==> config.mk <==
export PLATFORM = sky130hd
export DESIGN_NAME = acd_chain
export DESIGN_NICKNAME = d
export VERILOG_FILES = /design/src/rtl/acd_pkg.sv /design/src/rtl/acd_divcnt.sv /design/src/rtl/acd_chain.sv
export SDC_FILE = /design/constraint.sdc
export NUM_CORES = 1
export LEC_CHECK = 0
export ABC_AREA = 1
export BUFFER_PORTS_ARGS = -buffer_cell sky130_fd_sc_hd__buf_2
export CORE_MARGIN = 2
export CORE_UTILIZATION = 45
export CTS_CLUSTER_SIZE = 28
export DETAILED_ROUTE_END_ITERATION = 6
export PLACE_DENSITY = 0.69
export SLEW_MARGIN = 30
export SYNTH_ARGS = -nofsm -noshare
export SYNTH_HDL_FRONTEND = slang
export SYNTH_HIERARCHICAL = 1
export SYNTH_SLANG_ARGS = --single-unit
==> constraint.sdc <==
create_clock -name clk -period 2.1 [get_ports clk]
set_input_delay 0.315 -clock clk [delete_from_list [all_inputs] [get_ports clk]]
set_output_delay 0.315 -clock clk [all_outputs]
set_load 0.02 [all_outputs]
==> src/rtl/acd_pkg.sv <==
package acd_pkg;

    typedef enum logic [1:0] {
        ST_IDLE = 2'd0,
        ST_DIV  = 2'd1,
        ST_BYP  = 2'd2
    } acd_state_e;

endpackage

==> src/rtl/acd_divcnt.sv <==
// Programmable modulus counter: counts input ticks from 0 up to lim_i and
// flags the tick that reaches the limit as its terminal count.
module acd_divcnt #(
    parameter int W = 8
) (
    input  logic         clk,
    input  logic         rst,
    input  logic         tick_i,
    input  logic [W-1:0] lim_i,
    output logic [W-1:0] cnt_o,
    output logic         term_o
);

    logic [W-1:0] cnt_q;

    always_comb begin
        term_o = tick_i && (cnt_q >= lim_i);
        cnt_o  = cnt_q;
    end

    always_ff @(posedge clk) begin
        if (rst) begin
            cnt_q <= '0;
        end else if (tick_i) begin
            cnt_q <= term_o ? '0 : cnt_q + 1'b1;
        end
    end

    // limits only change at a terminal count, so the count never passes them
    AST_CNT_BOUND: assert property (@(posedge clk) disable iff (rst)
        cnt_q <= lim_i);

    AST_CNT_WRAP: assert property (@(posedge clk) disable iff (rst)
        term_o |=> (cnt_q == '0));

endmodule

==> src/rtl/acd_chain.sv <==
module acd_chain
    import acd_pkg::*;
#(
    parameter int MOD_W  = 8,
    parameter int TAIL_W = 4,
    parameter int PRE_W  = 3
) (
    input  logic              clk,
    input  logic              rst,
    input  logic              src_a_tick,
    input  logic              src_b_tick,
    input  logic              cfg_src_sel,
    input  logic              cfg_pre8,
    input  logic [MOD_W-1:0]  cfg_mod_div,
    input  logic [TAIL_W-1:0] cfg_tail_div,
    input  logic              cfg_bypass,
    input  logic              cfg_mclk_inv,
    input  logic              cfg_bclk_inv,
    output logic              mclk_o,
    output logic              mclk_rise_o,
    output logic              bclk_o,
    output logic              bclk_rise_o
);

    localparam logic [PRE_W-1:0] PRE_TOP = {PRE_W{1'b1}};

    acd_state_e state_q, state_d;

    // settings in use by the counters
    logic              sel_q;
    logic              pre_q;
    logic [MOD_W-1:0]  mod_q;
    logic [TAIL_W-1:0] tail_q;

    logic              src_tick;
    logic              pre_tick;
    logic              pre_term;
    logic              mod_term;
    logic              half_edge;
    logic              tail_term;
    logic [PRE_W-1:0]  pre_lim;
    logic [PRE_W-1:0]  pre_cnt;
    logic [MOD_W-1:0]  mod_cnt;
    logic [TAIL_W-1:0] tail_cnt;

    logic mclk_lvl_q, mclk_lvl_d;
    logic bclk_lvl_q, bclk_lvl_d;
    logic mclk_rise_q, bclk_rise_q;
    logic mclk_q, bclk_q;

    // ---------------- datapath selection ----------------
    always_comb begin
        src_tick = sel_q ? src_b_tick : src_a_tick;
        pre_tick = (state_q == ST_DIV) && src_tick;
        pre_lim  = pre_q ? PRE_TOP : '0;
    end

    acd_divcnt #(.W(PRE_W)) u_pre (
        .clk    (clk),
        .rst    (rst),
        .tick_i (pre_tick),
        .lim_i  (pre_lim),
        .cnt_o  (pre_cnt),
        .term_o (pre_term)
    );

    acd_divcnt #(.W(MOD_W)) u_mod (
        .clk    (clk),
        .rst    (rst),
        .tick_i (pre_term),
        .lim_i  (mod_q),
        .cnt_o  (mod_cnt),
        .term_o (mod_term)
    );

    always_comb begin
        unique case (state_q)
            ST_DIV:  half_edge = mod_term;
            ST_BYP:  half_edge = src_tick;
            default: half_edge = 1'b0;
        endcase
    end

    acd_divcnt #(.W(TAIL_W)) u_tail (
        .clk    (clk),
        .rst    (rst),
        .tick_i (half_edge),
        .lim_i  (tail_q),
        .cnt_o  (tail_cnt),
        .term_o (tail_term)
    );

    // ---------------- state register ----------------
    always_ff @(posedge clk) begin
        if (rst) begin
            state_q <= ST_IDLE;
        end else begin
            state_q <= state_d;
        end
    end

    always_comb begin
        state_d = state_q;
        unique case (state_q)
            ST_IDLE: state_d = cfg_bypass ? ST_BYP : ST_DIV;
            ST_DIV:  if (half_edge && cfg_bypass)  state_d = ST_BYP;
            ST_BYP:  if (half_edge && !cfg_bypass) state_d = ST_DIV;
            default: state_d = ST_IDLE;
        endcase
    end

    // ---------------- output process ----------------
    always_comb begin
        unique case (state_q)
            ST_DIV:  mclk_lvl_d = mclk_lvl_q ^ half_edge;
            ST_BYP:  mclk_lvl_d = src_tick;
            default: mclk_lvl_d = 1'b0;
        endcase
        bclk_lvl_d = (state_q == ST_IDLE) ? 1'b0 : (bclk_lvl_q ^ tail_term);
    end

    always_ff @(posedge clk) begin
        if (rst) begin
            mclk_lvl_q  <= 1'b0;
            bclk_lvl_q  <= 1'b0;
            mclk_rise_q <= 1'b0;
            bclk_rise_q <= 1'b0;
            mclk_q      <= 1'b0;
            bclk_q      <= 1'b0;
        end else begin
            mclk_lvl_q  <= mclk_lvl_d;
            bclk_lvl_q  <= bclk_lvl_d;
            mclk_rise_q <= mclk_lvl_d & ~mclk_lvl_q;
            bclk_rise_q <= bclk_lvl_d & ~bclk_lvl_q;
            mclk_q      <= mclk_lvl_d ^ cfg_mclk_inv;
            bclk_q      <= bclk_lvl_d ^ cfg_bclk_inv;
        end
    end

    // ---------------- settings taken at terminal counts ----------------
    always_ff @(posedge clk) begin
        if (rst) begin
            sel_q  <= cfg_src_sel;
            pre_q  <= cfg_pre8;
            mod_q  <= cfg_mod_div;
            tail_q <= cfg_tail_div;
        end else begin
            if (half_edge) begin
                sel_q <= cfg_src_sel;
                pre_q <= cfg_pre8;
                mod_q <= cfg_mod_div;
            end
            if (tail_term) begin
                tail_q <= cfg_tail_div;
            end
        end
    end

    always_comb begin
        mclk_o      = mclk_q;
        mclk_rise_o = mclk_rise_q;
        bclk_o      = bclk_q;
        bclk_rise_o = bclk_rise_q;
    end

    // ---------------- assertions ----------------
    AST_RESET_LOW: assert property (@(posedge clk) disable iff (rst)
        $past(rst) |-> (!mclk_o && !bclk_o && !mclk_rise_o && !bclk_rise_o));

    AST_MCLK_HOLD: assert property (@(posedge clk) disable iff (rst)
        (state_q == ST_DIV && !mod_term) |=> $stable(mclk_lvl_q));

    AST_BCLK_HOLD: assert property (@(posedge clk) disable iff (rst)
        !tail_term |=> $stable(bclk_lvl_q));

    AST_TAIL_RESTART: assert property (@(posedge clk) disable iff (rst)
        tail_term |=> (tail_cnt == '0));

    AST_BYP_COUNTERS_IDLE: assert property (@(posedge clk) disable iff (rst)
        (state_q == ST_BYP) |-> (pre_cnt == '0 && mod_cnt == '0));

    AST_SETTINGS_HELD: assert property (@(posedge clk) disable iff (rst)
        (state_q == ST_DIV && !mod_term) |=> ($stable(mod_q) && $stable(pre_q) && $stable(sel_q)));

    AST_MCLK_RISE_LEVEL: assert property (@(posedge clk) disable iff (rst)
        mclk_rise_q |-> mclk_lvl_q);

    AST_BCLK_RISE_LEVEL: assert property (@(posedge clk) disable iff (rst)
        bclk_rise_q |-> bclk_lvl_q);

endmodule

==> metrics.yaml, run 1 <==
status: "finished, violations left"
violations: "setup timing"
p_leak_nw: 1.29
antenna_found_initial: 0
fin_setup_tns_ps: -47.4
post_drt_wl_per_cell_um: 11.1
crit_chain: "ha_4 -> inv_2 -> nand2_1 -> nand2_1 -> nand2_1 -> nand2_1 -> nand2_1 -> nand2_2 -> nand2_2 -> nand2_2 -> inv_2 -> nand2_2 -> nand2_2 -> nand2_4 -> inv_2 -> buf_6 -> nand2_4 -> nor3_4 -> a21oi_1 -> o21ai_1 -> nor2_1"
p_per_area_nw_per_um2: 716
seq_area_sq_um: 882
cpLargestDelayFamily: "simple AND/OR/NAND/NOR gates"
p_clk_share_pct: 25.4
synthFlopType: "dfxtp_1"
grt_usage_pct: 14.7
numCtsBuffers: 5
worstRegToRegCells: 21
cpMaxStageDelayCell: "edfxtp_1"
cpPeakStageDelay_ps: 410
drtIter0Drc: 61
h-tree-depth: 2
cp_max_fo: 3
cp-start-kind: "register"
fin_crit_ps: 2140
drt-vias-per-instance: 4.74
num_rows: 24
synth-edff-count: 14
grt_overflow_total: 0
slew_headroom_pct: 80.4
final_layout_size_suffix_gt1_share_pct: 37.6
start_util_pct: 46.7
drt_pass1_iterations: 4
tightest_slew_ps: 293
fmax_mhz: 467
cts_tree: "built"
final_cells: 339
num_vias: 1607
multi_input_area_sq_um: 1090
clkSinkCount: 37
grt_pass1_wl_um: 5990
worst-setup-path-type: "reg2reg"
r2r_end: "u_tail/cnt_o[3]$_SDFFE_PP0P_"
syn_area_per_cell_sq_um: 8.62
required_ps: 2280
wl_um: 3770
synthToLayoutAreaGrowth_pct: 28.4
clk_latency_ps: 290
hp-class: "in2reg"
cp-startpoint: "mod_q[0]$_DFFE_PP_"
rsz0062_at_grt: "yes"
clock_path_buffers: 2
p_seq_share_pct: 45.0
ys_ff_latch: 37
die-area_sq_um: 5070
hold_buffers: 0
yosys_warnings: 6
core-area_sq_um: 4350
fill_cells: 361
ff2ff_setup_slack_ps: -40
worst_slack_ps: -39.8
p_int_mw: 1.28
ir_drop_mv: 0.537
io_pins: 25
combPwrFrac_pct: 29.6
fp.dieW_um: 71.2
port_buffers: 24
netlist_instances: 236
drc: 0
clk_pin_slew_ps: 70
grt_pass1_vias: 1462
arrival_ps: 2320
final-hold-violation-count: 0
diodes: 0
slew_violations: 0
root_buffer: "clkbuf_8"
r2r-start: "mod_q[0]$_DFFE_PP_"
fin_hold_ws_ps: 199
syn_area_sq_um: 2030
period_share_pct: 102
ys_seq_area_share_pct: 43.3
synth_cell_types: 32
setup_viol: 2
worst_clock_skew_ps: 4.63
maxCapViolations: 0
p_sw_mw: 0.592
synthArstFlopShare_pct: 0
cp.depth: 21
die_y_um: 71.2
switching_share_pct: 31.7
place_congestion: 0.790
endpoint_kind: "register"
cp_num_buf_inv: 4
crit_end: "u_tail/cnt_o[3]$_SDFFE_PP0P_"
post-dp-hpwl_um: 2610
grt_start_max_net_pins: 13
nets: 329
ant_nets: 0
syn_nets: 279
dp.cells: 324
## layout by cell type, fill, tap and decap left out, types with 2 or more instances in the layout
cell type and count:
inv_2 9, ha_1 18, nor2_1 17, buf_2 24, nand2_2 14, a21oi_4 2
nand4_1 3, a21oi_2 5, inv_1 34, a21oi_1 10, nand2_1 36, nand3_1 10
nand3_2 4, nor3_4 2, clkbuf_8 5, ha_4 4, dfxtp_1 22, nand2_4 3
xor2_1 4, clkinv_2 2, o21ai_0 2, o21ai_1 2, o21ai_2 5, buf_4 17
clkinv_1 2, edfxtp_1 14
## synthesized netlist by cell type, types with 4 or more instances
cell type / n / area [sq um]
o21ai_0: 5 / 25.0
ha_1: 22 / 275
xor2_1: 4 / 35.0
nand2_1: 42 / 158
inv_1: 42 / 158
nor2_1: 17 / 63.8
dfxtp_1: 23 / 460
nand2_2: 10 / 62.6
nand3_1: 11 / 55.1
edfxtp_1: 14 / 420
a21oi_1: 14 / 70.1
## per-stage QoR
| stage | total power, mW | instance area [sq um] | utilization (%) | setup WS (ps) |
|---|---|---|---|---|
| 2_1_floorplan | 1.19 | 2050 | - | 6.43 |
| 3_3_place_gp | 1.32 | 2330 | 53.5 | 23.5 |
| 3_5_place_dp | 1.33 | 2330 | 53.5 | -39.9 |
| 4_1_cts | 1.82 | 2440 | 56.1 | 16.1 |
| 5_1_grt | 1.99 | 2610 | 59.9 | -229 |
| 6_report | 1.87 | 2610 | 59.9 | -39.8 |
## state kept, by name, indices dropped and copies added, names as in the netlist
signal        flops
u_mod/cnt_o       8
mclk_rise_o       1
mclk_lvl_q        1
bclk_o            1
bclk_rise_o       1
u_tail/cnt_o      4
bclk_lvl_q        1
sel_q             1
state_q           2
tail_q            4
pre_q             1
u_pre/cnt_o       3
mod_q             8
mclk_o            1
## logic make-up (layout without fill, tap and decap cells)
logic type      count (synthesis)  after routing  share of synthesized area (%)
simple gates                   96             96                           23.3
buf+inv                        48             99                           9.60
flops                          37             37                           43.3
compound gates                 28             28                           8.12
fa+ha+maj                      22             22                           13.5
xor+xnor                        5              5                           2.15
## per-layer routing
metal	GRT usage, %	wire [um]
met1	18.3	1660
met2	24.6	1940
met3	4.22	108
met4	5.03	52
met5	0	0
## power groups by stage
stage	combinational [mW]	sequential [mW]	clock [mW]
final	0.554	0.840	0.475
after global placement	0.467	0.852	0
after floorplan	0.328	0.859	0
after global routing	0.617	0.846	0.524
after detailed placement	0.474	0.853	0
after CTS	0.487	0.837	0.494
## how the worst min path moves through the flow
| stage | from | to | cells past startpoint |
|---|---|---|---|
| after floorplan | rst | u_mod/cnt_o[1]$_SDFFE_PP0P_ | 1 |
| after global placement | bclk_lvl_q$_SDFF_PP0_ | bclk_rise_o$_SDFF_PP0_ | 1 |
| after detailed placement | bclk_lvl_q$_SDFF_PP0_ | bclk_rise_o$_SDFF_PP0_ | 1 |
| after CTS | cfg_mod_div[6] | mod_q[6]$_DFFE_PP_ | 1 |
| after global routing | cfg_mod_div[5] | mod_q[5]$_DFFE_PP_ | 1 |
| final | cfg_mod_div[5] | mod_q[5]$_DFFE_PP_ | 1 |
## final cells by class
| type | instances | area share [%] |
|---|---|---|
| Clock buffer | 6 | 2.78 |
| Inverter | 47 | 7.05 |
| Multi-Input combinational cell | 151 | 41.9 |
| Clock inverter | 2 | 0.384 |
| Sequential cell | 37 | 33.8 |
| Timing Repair Buffer | 44 | 11.6 |
| Tap cell | 52 | 2.49 |
## what timing repair did
| item | CTS | global route |
|---|---|---|
| cloned | 0 | 1 |
| resized for setup | 5 | 27 |
| setup endpoints to repair | 5 | 27 |
| setup buffers | 0 | 6 |
| pin swaps | 0 | 19 |
Note: power is estimated with default switching activity, not from simulation.
==> run 2: changes to the inputs <==
--- a/config.mk
+++ b/config.mk
@@ -5,12 +5,13 @@
 export SDC_FILE = /design/constraint.sdc
 export NUM_CORES = 1
 export LEC_CHECK = 0
-export ABC_AREA = 1
 export BUFFER_PORTS_ARGS = -buffer_cell sky130_fd_sc_hd__buf_2
 export CORE_MARGIN = 2
 export CORE_UTILIZATION = 45
+export CTS_BUF_LIST = sky130_fd_sc_hd__clkbuf_8
 export CTS_CLUSTER_SIZE = 28
 export DETAILED_ROUTE_END_ITERATION = 6
+export HOLD_SLACK_MARGIN = 0.15
 export PLACE_DENSITY = 0.69
 export SLEW_MARGIN = 30
 export SYNTH_ARGS = -nofsm -noshare
==> metrics.yaml, run 2 <==
nets: 302
ys_seq_area_share_pct: 43.1
syn_nets: 236
ant_nets: 0
worst_slack_ps: -324
cts_tree: "built"
synthToLayoutAreaGrowth_pct: 35.0
synth_common_cells: "dfxtp_1, ha_1, inv_1"
clkSinkCount: 37
maxCapViolations: 0
dp.cells: 302
place_congestion: 0.820
post_drt_wl_per_cell_um: 12.4
die_y_um: 71.4
numCtsBuffers: 5
placement.setup.worst_slack_ps: -280
die-area_sq_um: 5100
grt_util_met2_pct: 26.5
hp-class: "in2reg"
grt_overflow_total: 0
setup_viol: 26
synthFlopType: "dfxtp_1"
clock_path_buffers: 2
rsz0062_at_grt: "yes"
netlist_instances: 193
ir_drop_mv: 0.472
slew_headroom_pct: 74.5
ys_ff_latch: 37
core-area_sq_um: 4350
worst_clock_skew_ps: 7.79
slew_violations: 0
final_cell_mix: "buf_4, buf_2, dfxtp_1, inv_1, ha_1"
yosysMostFrequentCell: "dfxtp_1"
final_layout_size_suffix_gt1_share_pct: 43.5
root_buffer: "clkbuf_8"
grt_util_met1_pct: 21.8
drc: 0
diodes: 0
synth.area.top_cells: "dfxtp_1, edfxtp_1, ha_1, a2111oi_4, inv_1"
hold_buffers: 0
final-hold-violation-count: 0
p_leak_nw: 1.18
grt_start_max_net_pins: 14
num_rows: 24
cp_max_fo: 4
clk_latency_ps: 290
grt_util_met3_pct: 3.80
clk_pin_slew_ps: 80
synthArstFlopShare_pct: 0
fp.dieW_um: 71.4
post-dp-hpwl_um: 2870
fmax_mhz: 413
arrival_ps: 2640
antenna_found_initial: 0
port_buffers: 24
io_pins: 25
worstRegToRegCells: 11
fill_cells: 345
syn_area_sq_um: 2040
p_per_area_nw_per_um2: 691
busiest_layer: "met2"
drt-vias-per-instance: 5.09
drt_pass1_iterations: 4
fin_crit_ps: 2420
worst-setup-path-type: "reg2reg"
yosysTopAreaCell: "dfxtp_1"
num_vias: 1588
period_share_pct: 115
grt_pass1_wl_um: 6670
start_util_pct: 46.9
grt_usage_pct: 16.6
violations: "setup timing"
required_ps: 2320
synth_cell_types: 46
synth.top_cell.area_share_pct: 22.5
synth-edff-count: 14
final_cells: 312
tightest_slew_ps: 383
status: "finished, violations left"
layout_commonest_cell: "buf_4"
cp-start-kind: "register"
h-tree-depth: 2
yosys_warnings: 6
endpoint_kind: "register"
drtIter0Drc: 45
wl_um: 3870
syn_area_per_cell_sq_um: 10.6
grt_pass1_vias: 1551
hold_depth: 1
-- run 2: changes by cell type after synthesis, sizes merged, moves of 4 or more --
cell    change
nand2      -45
inv        -26
nand3      -13
nand2b     +11
nor2        -6
o21ai       -6
and2        +4
nand4       +4
nor2b       +4
-- run 2: logic make-up (layout without fill, tap and decap cells) --
logic type	count (synthesis)	after routing	share of synthesized area [%]
adders and majority gates	22	22	13.5
DFF	37	37	43.1
buffers and inverters	21	88	3.92
muxes	3	3	1.59
xor gates and xnor gates	7	7	3.00
AOI/OAI and AO/OA	41	41	17.3
and+or+nand+nor	62	62	17.6
-- run 2: final timing paths --
path | slack (ps) | start | end
setup / recovery | -320 | mod_q[0]$_DFFE_PP_ | bclk_o$_SDFF_PP0_
setup reg to reg | -320 | mod_q[0]$_DFFE_PP_ | bclk_o$_SDFF_PP0_
hold / removal | 190 | cfg_tail_div[2] | tail_q[2]$_DFFE_PP_
hold reg to reg | 470 | mclk_lvl_q$_SDFF_PP0_ | mclk_rise_o$_SDFF_PP0_
-- run 2: critical path: stages, from the launching register on --
cell and delay, ps:
edfxtp_1 370, ha_1 290, nand2b_4 140, a2111oi_4 370, o31ai_4 100, and2_4 190
nand2_4 80, a21oi_4 70, and2_4 150, xnor2_2 140, or3_1 320, a21oi_1 140
-- run 2: layout make-up --
type	count	area, sq um	area share, %
multi-input cells	135	1240	45.1
flip-flops and latches	37	882	32.0
repair buffers	62	413	15.0
clock buffers	5	68.8	2.49
inverters	18	67.6	2.45
well taps	52	65.1	2.36
clock inverters	3	17.5	0.635
-- run 2: stage by stage --
step           total power [mW]  TNS (ps)  instance area (sq um)  utilization [%]  hold slack (ps)
2_1_floorplan              1.19     -1600                   2120                -              377
3_3_place_gp               1.38     -2990                   2540             58.4              459
3_5_place_dp               1.39     -3490                   2540             58.4              460
4_1_cts                    1.92     -4000                   2730             62.6              188
5_1_grt                    2.02     -8450                   2760             63.4              177
6_report                   1.91     -4730                   2760             63.4              193
-- run 2: per-layer routing --
layer / share of wire, % / vias to the layer above
li1: - / 822
met1: 45 / 748
met2: 52 / 13
met3: 1.9 / 5
met4: 1.7 / 0
met5: 0 / -
-- run 2: timing repair --
action,in CTS,in global routing
gates resized for setup,14,9
buffers inserted,3,0
setup endpoints to repair,25,27
pin swaps,18,5
-- run 2: where the power goes --
part           internal, mW  leakage (nW)  switching, mW  total, mW
Combinational         0.298         0.814          0.299      0.597
Clock                 0.229        0.0439          0.260      0.489
Sequential            0.800         0.324         0.0202      0.820
